==> src/rtl/fwd_pkg.sv <==
package fwd_pkg;
  typedef enum logic [1:0] {
    SRC_REGF = 2'b00,
    SRC_MWB  = 2'b01,
    SRC_EXM  = 2'b10
  } alu_src_e;
endpackage

==> src/rtl/fwd_alu_sel.sv <==
module fwd_alu_sel #(
  parameter int IDX_W   = 5,
  parameter int NUM_OPS = 2
) (
  input  logic [NUM_OPS-1:0][IDX_W-1:0] src_idx,
  input  logic                          exm_wr_en,
  input  logic [IDX_W-1:0]              exm_rd_idx,
  input  logic                          mwb_wr_en,
  input  logic [IDX_W-1:0]              mwb_rd_idx,
  output logic [NUM_OPS-1:0]            exm_hit,
  output logic [NUM_OPS-1:0]            mwb_hit,
  output logic [NUM_OPS-1:0][1:0]       sel
);
  function automatic logic producer_hit(input logic wr, input logic [IDX_W-1:0] rd,
                                        input logic [IDX_W-1:0] src);
    return wr && (rd != '0) && (rd == src);
  endfunction

  function automatic logic [1:0] pick(input logic young, input logic old);
    if (young)    return fwd_pkg::SRC_EXM;
    else if (old) return fwd_pkg::SRC_MWB;
    else          return fwd_pkg::SRC_REGF;
  endfunction

  for (genvar g = 0; g < NUM_OPS; g++) begin : g_op
    assign exm_hit[g] = producer_hit(exm_wr_en, exm_rd_idx, src_idx[g]);
    assign mwb_hit[g] = producer_hit(mwb_wr_en, mwb_rd_idx, src_idx[g]);
    assign sel[g]     = pick(exm_hit[g], mwb_hit[g]);
  end
endmodule

==> src/rtl/fwd_cmp_sel.sv <==
module fwd_cmp_sel #(
  parameter int IDX_W   = 5,
  parameter int DATA_W  = 32,
  parameter int NUM_OPS = 2
) (
  input  logic                           br_en,
  input  logic [NUM_OPS-1:0][IDX_W-1:0]  src_idx,
  input  logic [NUM_OPS-1:0][DATA_W-1:0] rf_val,
  input  logic                           exm_wr_en,
  input  logic [IDX_W-1:0]               exm_rd_idx,
  input  logic [DATA_W-1:0]              exm_result,
  output logic [NUM_OPS-1:0]             sel,
  output logic [NUM_OPS-1:0][DATA_W-1:0] opnd
);
  function automatic logic cmp_hit(input logic br, input logic wr,
                                   input logic [IDX_W-1:0] rd, input logic [IDX_W-1:0] src);
    return br && wr && (rd != '0) && (rd == src);
  endfunction

  for (genvar g = 0; g < NUM_OPS; g++) begin : g_cmp
    assign sel[g]  = cmp_hit(br_en, exm_wr_en, exm_rd_idx, src_idx[g]);
    assign opnd[g] = sel[g] ? exm_result : rf_val[g];
  end
endmodule

==> src/rtl/fwd_store_sel.sv <==
module fwd_store_sel #(
  parameter int IDX_W  = 5,
  parameter int DATA_W = 32
) (
  input  logic              st_en,
  input  logic [IDX_W-1:0]  st_idx,
  input  logic [DATA_W-1:0] st_val,
  input  logic              ld_en,
  input  logic              ld_wr_en,
  input  logic [IDX_W-1:0]  ld_rd_idx,
  input  logic [DATA_W-1:0] ld_data,
  output logic              sel,
  output logic [DATA_W-1:0] data
);
  function automatic logic ld_st_hit(input logic st, input logic ld, input logic wr,
                                     input logic [IDX_W-1:0] rd, input logic [IDX_W-1:0] src);
    return st && ld && wr && (rd != '0) && (rd == src);
  endfunction

  assign sel  = ld_st_hit(st_en, ld_en, ld_wr_en, ld_rd_idx, st_idx);
  assign data = sel ? ld_data : st_val;
endmodule

==> src/rtl/fwd_opnd_mux.sv <==
module fwd_opnd_mux #(
  parameter int DATA_W  = 32,
  parameter int NUM_OPS = 2
) (
  input  logic [NUM_OPS-1:0][1:0]        sel,
  input  logic [NUM_OPS-1:0][DATA_W-1:0] regf_val,
  input  logic [DATA_W-1:0]              exm_val,
  input  logic [DATA_W-1:0]              mwb_val,
  output logic [NUM_OPS-1:0][DATA_W-1:0] opnd
);
  for (genvar g = 0; g < NUM_OPS; g++) begin : g_mux
    always_comb begin
      unique case (sel[g])
        fwd_pkg::SRC_EXM: opnd[g] = exm_val;
        fwd_pkg::SRC_MWB: opnd[g] = mwb_val;
        default:          opnd[g] = regf_val[g];
      endcase
    end
  end
endmodule

==> src/rtl/op_bypass_unit.sv <==
module op_bypass_unit #(
  parameter int IDX_W  = 5,
  parameter int DATA_W = 32
) (
  input  logic [IDX_W-1:0]  ex_rs_idx,
  input  logic [IDX_W-1:0]  ex_rt_idx,
  input  logic [DATA_W-1:0] ex_rs_val,
  input  logic [DATA_W-1:0] ex_rt_val,
  input  logic              exm_wr_en,
  input  logic [IDX_W-1:0]  exm_rd_idx,
  input  logic [DATA_W-1:0] exm_result,
  input  logic              mwb_wr_en,
  input  logic [IDX_W-1:0]  mwb_rd_idx,
  input  logic [DATA_W-1:0] mwb_result,
  input  logic              mwb_ld_en,
  input  logic              id_br_en,
  input  logic [IDX_W-1:0]  id_rs_idx,
  input  logic [IDX_W-1:0]  id_rt_idx,
  input  logic [DATA_W-1:0] id_rs_val,
  input  logic [DATA_W-1:0] id_rt_val,
  input  logic              exm_st_en,
  input  logic [IDX_W-1:0]  exm_st_idx,
  input  logic [DATA_W-1:0] exm_st_val,
  output logic [1:0]        fwd_a_sel,
  output logic [1:0]        fwd_b_sel,
  output logic [DATA_W-1:0] alu_opa,
  output logic [DATA_W-1:0] alu_opb,
  output logic              cmp_c_sel,
  output logic              cmp_d_sel,
  output logic [DATA_W-1:0] cmp_opa,
  output logic [DATA_W-1:0] cmp_opb,
  output logic              st_sel,
  output logic [DATA_W-1:0] st_data
);
  localparam int NUM_OPS = 2;

  logic [NUM_OPS-1:0][IDX_W-1:0]  alu_src_idx;
  logic [NUM_OPS-1:0][DATA_W-1:0] alu_regf_val;
  logic [NUM_OPS-1:0][1:0]        alu_sel;
  logic [NUM_OPS-1:0][DATA_W-1:0] alu_opnd;
  logic [NUM_OPS-1:0]             alu_exm_hit;
  logic [NUM_OPS-1:0]             alu_mwb_hit;
  logic [NUM_OPS-1:0][IDX_W-1:0]  cmp_src_idx;
  logic [NUM_OPS-1:0][DATA_W-1:0] cmp_regf_val;
  logic [NUM_OPS-1:0]             cmp_sel;
  logic [NUM_OPS-1:0][DATA_W-1:0] cmp_opnd;

  assign alu_src_idx  = {ex_rt_idx, ex_rs_idx};
  assign alu_regf_val = {ex_rt_val, ex_rs_val};
  assign cmp_src_idx  = {id_rt_idx, id_rs_idx};
  assign cmp_regf_val = {id_rt_val, id_rs_val};

  fwd_alu_sel #(.IDX_W(IDX_W), .NUM_OPS(NUM_OPS)) u_alu_sel (
    .src_idx(alu_src_idx), .exm_wr_en(exm_wr_en), .exm_rd_idx(exm_rd_idx),
    .mwb_wr_en(mwb_wr_en), .mwb_rd_idx(mwb_rd_idx),
    .exm_hit(alu_exm_hit), .mwb_hit(alu_mwb_hit), .sel(alu_sel)
  );

  fwd_opnd_mux #(.DATA_W(DATA_W), .NUM_OPS(NUM_OPS)) u_alu_mux (
    .sel(alu_sel), .regf_val(alu_regf_val), .exm_val(exm_result),
    .mwb_val(mwb_result), .opnd(alu_opnd)
  );

  fwd_cmp_sel #(.IDX_W(IDX_W), .DATA_W(DATA_W), .NUM_OPS(NUM_OPS)) u_cmp_sel (
    .br_en(id_br_en), .src_idx(cmp_src_idx), .rf_val(cmp_regf_val),
    .exm_wr_en(exm_wr_en), .exm_rd_idx(exm_rd_idx), .exm_result(exm_result),
    .sel(cmp_sel), .opnd(cmp_opnd)
  );

  fwd_store_sel #(.IDX_W(IDX_W), .DATA_W(DATA_W)) u_st_sel (
    .st_en(exm_st_en), .st_idx(exm_st_idx), .st_val(exm_st_val),
    .ld_en(mwb_ld_en), .ld_wr_en(mwb_wr_en), .ld_rd_idx(mwb_rd_idx),
    .ld_data(mwb_result), .sel(st_sel), .data(st_data)
  );

  assign fwd_a_sel = alu_sel[0];
  assign fwd_b_sel = alu_sel[1];
  assign alu_opa   = alu_opnd[0];
  assign alu_opb   = alu_opnd[1];
  assign cmp_c_sel = cmp_sel[0];
  assign cmp_d_sel = cmp_sel[1];
  assign cmp_opa   = cmp_opnd[0];
  assign cmp_opb   = cmp_opnd[1];
endmodule

==> config.mk <==
export PLATFORM = sky130hd
export DESIGN_NAME = op_bypass_unit
export DESIGN_NICKNAME = d
export VERILOG_FILES = /design/src/rtl/fwd_pkg.sv /design/src/rtl/fwd_alu_sel.sv /design/src/rtl/fwd_cmp_sel.sv /design/src/rtl/fwd_store_sel.sv /design/src/rtl/fwd_opnd_mux.sv /design/src/rtl/op_bypass_unit.sv
export SDC_FILE = /design/constraint.sdc
export NUM_CORES = 1
export LEC_CHECK = 0
export BUFFER_PORTS_ARGS = -buffer_cell sky130_fd_sc_hd__buf_4
export CORE_AREA = 2 2 165 167
export DETAILED_ROUTE_END_ITERATION = 8
export DIE_AREA = 0 0 167 169
export GPL_ROUTABILITY_DRIVEN = 0
export PLACE_DENSITY = 0.43
export SETUP_SLACK_MARGIN = 0.2
export SYNTH_ARGS = -nofsm -noshare
export SYNTH_HDL_FRONTEND = slang
export SYNTH_SLANG_ARGS = --single-unit
==> constraint.sdc <==
create_clock -name vclk -period 3.5
set_input_delay 0.7 -clock vclk [all_inputs]
set_output_delay 0.7 -clock vclk [all_outputs]
set_load 0.005 [all_outputs]
== After elaboration in Yosys (flattened, before gate mapping) ==
Index checks and enable logic that the tools add are counted.

* Reductions and logical operators: 16
* Mux-type cells: 9
* Eq/ne operators: 11

{| class="wikitable"
|+ Operators with widths
! cell !! number
|-
| one-hot mux 32 bit (2 select lines) || 2
|-
| 2-to-1 mux 32 bit || 3
|-
| equality test 5 bit || 7
|-
| logical AND 1 bit || 14
|-
| nonzero test 5 bit || 2
|-
| equality test 2 x 1 -> 1 bit (second input constant) || 2
|-
| equality test 2 bit (second input constant) || 2
|-
| 2-to-1 mux 2 bit || 2
|-
| 2-to-1 mux 1 bit || 2
|}

* Input bits: 264
* Word-level logic and storage cells: 36
* Output and inout port bits: 167
* Register bits: 0

== Longest topological paths before layout ==
* Depth in word-level cells: 7
* Depth in mapped cells: 7
* Depth with buffers taken out: 5

== Cells and area by module ==
Synthesis repeated with hierarchy kept, for this count alone.

* Cells, all modules: 393
* Area total of the unflattened synthesis: 3460.8 µm²

{| class="wikitable"
|+ Modules (own cells, without submodules)
! module !! cells each !! area an instance (µm²) !! seq. area each (µm²) !! times used
|-
| fwd_opnd_mux || 226 || 1421.4 || 0.0 || 1
|-
| fwd_cmp_sel || 86 || 1178.6 || 0.0 || 1
|-
| fwd_store_sel || 45 || 580.6 || 0.0 || 1
|-
| fwd_alu_sel || 36 || 280.3 || 0.0 || 1
|}

== Least setup slack after synthesis ==
Ideal clock, no wire load.

* Kind: input port to output port
* From: input port exm_rd_idx[2]
* To: output port cmp_opa[10]
* Data required time: 2.800 ns
* Stages: 6
* Path buffers: 2
* Path slack: 0.497 ns
* Arrival time: 2.303 ns
* Path through: clkbuf_1 or4_4 o211a_1 nand4_2 buf_4 mux2_2

* Cells in the longest elaborated chain, start to end: 4
* Elaborated cells on any way between the ends: 5
* Classes of those cells: eq/ne: 1; mux: 1; reduce/logical: 3

{| class="wikitable"
|+ Ends and longest elaborated chain
! what !! line !! source
|-
| start: declaration || op_bypass_unit.sv:10 || <nowiki>input logic [IDX_W-1:0] exm_rd_idx,</nowiki>
|-
| nonzero test 5 bit || fwd_cmp_sel.sv:17 || <nowiki>return br && wr && (rd != '0) && (rd == src);</nowiki>
|-
| logical AND 1 bit || fwd_cmp_sel.sv:17 ||
|-
| logical AND 1 bit * || fwd_cmp_sel.sv:17 ||
|-
| 2-to-1 mux 32 bit * || fwd_cmp_sel.sv:22 || <nowiki>assign opnd[g] = sel[g] ? exm_result : rf_val[g];</nowiki>
|-
| end: declaration || op_bypass_unit.sv:30 || <nowiki>output logic [DATA_W-1:0] cmp_opa,</nowiki>
|}

Every way passes the cells marked *; elsewhere a longest branch is shown, timed or not.

== Worst setup path after layout ==
* From: input port mwb_rd_idx[0]
* To: output port alu_opb[23]

* Cells in the longest elaborated chain, start to end: 7
* Elaborated cells on any way between the ends: 9
* Classes of those cells: eq/ne: 3; mux: 3; reduce/logical: 3

{| class="wikitable"
|+ Ends and longest elaborated chain
! what !! line !! source
|-
| start: declaration || op_bypass_unit.sv:13 || <nowiki>input logic [IDX_W-1:0] mwb_rd_idx,</nowiki>
|-
| nonzero test 5 bit || fwd_alu_sel.sv:16 || <nowiki>return wr && (rd != '0) && (rd == src);</nowiki>
|-
| logical AND 1 bit || fwd_alu_sel.sv:16 ||
|-
| logical AND 1 bit * || fwd_alu_sel.sv:16 ||
|-
| 2-to-1 mux 1 bit * || fwd_alu_sel.sv:21 || <nowiki>else if (old) return fwd_pkg::SRC_MWB;</nowiki>
|-
| 2-to-1 mux 2 bit * || fwd_alu_sel.sv:20 || <nowiki>if (young) return fwd_pkg::SRC_EXM;</nowiki>
|-
| equality test 2 x 1 -> 1 bit or equality test 2 bit (tied branches) || fwd_opnd_mux.sv:13 || <nowiki>unique case (sel[g])</nowiki>
|-
| one-hot mux 32 bit (2 select lines) * || fwd_opnd_mux.sv:13 ||
|-
| end: declaration || op_bypass_unit.sv:27 || <nowiki>output logic [DATA_W-1:0] alu_opb,</nowiki>
|}

Marked as above.

==> results.py <==
metrics = {
    "worst_setup_path": {
        "crit_fanout": 10,
        "cp-startpoint": "mwb_rd_idx[0]",
        "max_stage_delay_ps": 600,
        "critPathRequiredTime_ps": 2800,
        "crit_chain": "buf_4 > or4_1 > o21ai_4 > buf_12 > buf_4 > o31ai_1 > a31oi_1 > buf_4",
        "critPathLaunchType": "primary input",
        "crit_type": "in2out",
        "setup.worst_path.end": "alu_opb[23]",
        "end_kind": "output port",
        "cp_common_cell": "buf_4",
        "critPathSlowestCell": "or4_1",
        "critPathArrivalTime_ps": 2600,
    },
    "sta": {
        "fin_crit_ps": 3300,
        "tns_ps": 0,
        "whs_ps": 1680,
        "drv_slew": 0,
        "rsz0062_at_grt": "true",
        "setup_slack_ps": 201,
        "fmaxAchievable_ghz": 0.303,
        "tightest_slew_ps": 779,
        "slew_headroom_pct": 48.1,
        "finalSetupViolCount": 0,
        "finalHoldViolations": 0,
        "post-route-period-util_pct": 94.3,
    },
    "die": {
        "initial_core_util_pct": 13.4,
        "rows": 60,
        "die_x_um": 167,
        "die_h_um": 169,
        "die_area_um2": 28200,
        "fp.coreArea_um2": 26500,
        "pin_count": 431,
    },
    "global_route": {
        "grt_max_degree": 65,
        "grt_pass1_vias": 6270,
        "grt-ovfl-total": 0,
        "antenna_found_initial": 0,
        "grt_first_pass_wirelength_um": 40800,
        "grt_use_total_pct": 18.7,
    },
    "placement": {
        "hpwlAfterDp_um": 22300,
        "dpl_worst_slack_ps": 201,
        "placed_cells": 1226,
        "portBuffers": 431,
    },
    "cells_and_area": {
        "drive_above_1_share_pct": 62.8,
        "syn2layout_area_growth_pct": 108,
        "numSequentialCells": 0,
        "nClkBuffers": 0,
        "fin_util_pct": 28.0,
        "fin_cells": 1230,
        "regArea_um2": 0,
        "fill_cells": 2978,
        "antenna_cells": 0,
        "multi_input_area_um2": 3260,
        "nNetsFinal": 1155,
    },
    "routing": {
        "num_vias": 6066,
        "postRouteAntennaNets": 0,
        "maxUsedRoutingLayer": "met4",
        "avgViaCountPerCell": 4.93,
        "wl_met3_um": 1940,
        "wirelength_met1_um": 11800,
        "route.met2.wl_um": 14800,
        "wl_per_cell_um": 23.5,
        "drt_iter0_markers": 325,
        "wl_um": 29000,
        "drt-pass1-iter-count": 5,
        "drc": 0,
    },
    "synthesis": {
        "synth_xor_area_share_pct": 8.60,
        "synth_top_family_by_area": "multiplexers",
        "ys_warn_count": 0,
        "avgSynthCellArea_um2": 7.18,
        "yosysSeqAreaShare_pct": 0,
        "syn-cell-area_um2": 3560,
        "synthAdderAreaFrac_pct": 0,
        "yosys.area_share.simple_pct": 24.8,
        "yosys.cell_types.count": 30,
        "netlist_instances": 496,
        "syn_nets": 760,
        "synth_compound_area_share_pct": 26.1,
        "synth_mux_area_share_pct": 30.3,
    },
    "cts": {
        "cts_hold_buf": 0,
    },
    "run_status": {
        "status": "complete, no violations",
    },
    "min_path": {
        "hold_class": "in2out",
    },
    "flow_run": {
        "cap_violations": 0,
    },
    "power_and_ir_drop": {
        "ir_drop_uv": 70.4,
        "power_density_nw_per_um2": 131,
        "p_leak_uw": 0.00321,
    },
}
[synthesized netlist by cell type (2+ instances only)]
cell | instances | share of area (%)
a31oi_1 | 64 | 11
buf_1 | 2 | 0.21
buf_2 | 20 | 2.8
buf_4 | 3 | 0.63
buf_6 | 3 | 0.95
clkbuf_1 | 48 | 5.1
inv_1 | 3 | 0.32
inv_2 | 2 | 0.21
mux2_1 | 29 | 9.2
mux2_2 | 67 | 21
nand4_1 | 66 | 12
nand4_2 | 2 | 0.70
nor2_1 | 2 | 0.21
nor3_1 | 68 | 9.6
nor4_2 | 2 | 0.70
o211ai_2 | 2 | 0.70
o31ai_1 | 64 | 13
or2_1 | 2 | 0.35
or2_2 | 2 | 0.35
or3_1 | 2 | 0.35
xnor2_1 | 15 | 3.7
xor2_1 | 20 | 4.9
[kinds of logic (layout without fill, tap and decap cells)]
logic type | Yosys count | after routing
AO/OA/AOI/OAI | 133 | 133
multiplexers | 96 | 96
AND/OR/NAND/NOR | 151 | 151
XOR/XNOR | 35 | 35
buffers and inverters | 81 | 474
[stage by stage]
stage	total power [µW]	instance area (µm²)
after floorplan	324	3560
after global placement	965	7360
after detailed placement	965	7360
after CTS	969	7370
after global routing	1040	7410
final	973	7410
[critical path, delay by kind of cell]
family / cells / cell delay (ps)
buf+inv: 4 / 670
compound gates: 3 / 620
simple gates: 1 / 600
[where the power goes]
| group | internal, µW | total [µW] | switching (µW) |
|---|---|---|---|
| Sequential | 0 | 0 | 0 |
| Clock | 0 | 0 | 0 |
| Combinational | 496 | 973 | 477 |
| Total | 496 | 973 | 477 |
[routing by layer]
layer	up-vias	GRT usage (%)
li1	2797	-
met1	2906	22.9
met2	342	35.3
met3	21	2.71
met4	0	2.81
met5	-	0
[repair_timing]
action | in CTS | in global routing
resized for setup | 1 | 0
gates cloned | 0 | 1
pin swaps | 0 | 2
setup endpoints to repair | 8 | 9
setup buffers | 0 | 3
[cell type report]
type	count	area share, %
tap	341	5.76
inverter	5	0.253
timing repair buffer	469	50.0
multi-input combinational	415	44.0
[how the worst min path moves through the flow]
| stage | from | to | slack (ps) | cells past startpoint |
|---|---|---|---|---|
| 5_1_grt | id_rt_val[8] | cmp_opb[8] | 1690 | 3 |
| 4_1_cts | id_rt_val[4] | cmp_opb[4] | 1680 | 3 |
| 3_3_place_gp | id_rt_val[17] | cmp_opb[17] | 1680 | 3 |
| 3_5_place_dp | id_rt_val[4] | cmp_opb[4] | 1680 | 3 |
| 2_1_floorplan | exm_result[10] | cmp_opb[10] | 1510 | 1 |
| 6_report | id_rt_val[2] | cmp_opb[2] | 1680 | 3 |
[layout by cell type, fill, tap and decap left out, types with 3 or more instances in the layout]
master and count:
buf_4 454, xor2_1 20, nor3_1 66, mux2_1 29, or2_2 4, a31oi_1 64, inv_1 3, mux2_2 67
xnor2_1 15, nand4_1 66, o31ai_1 64, buf_12 13
No activity file was read; power rests on OpenSTA's default activity.
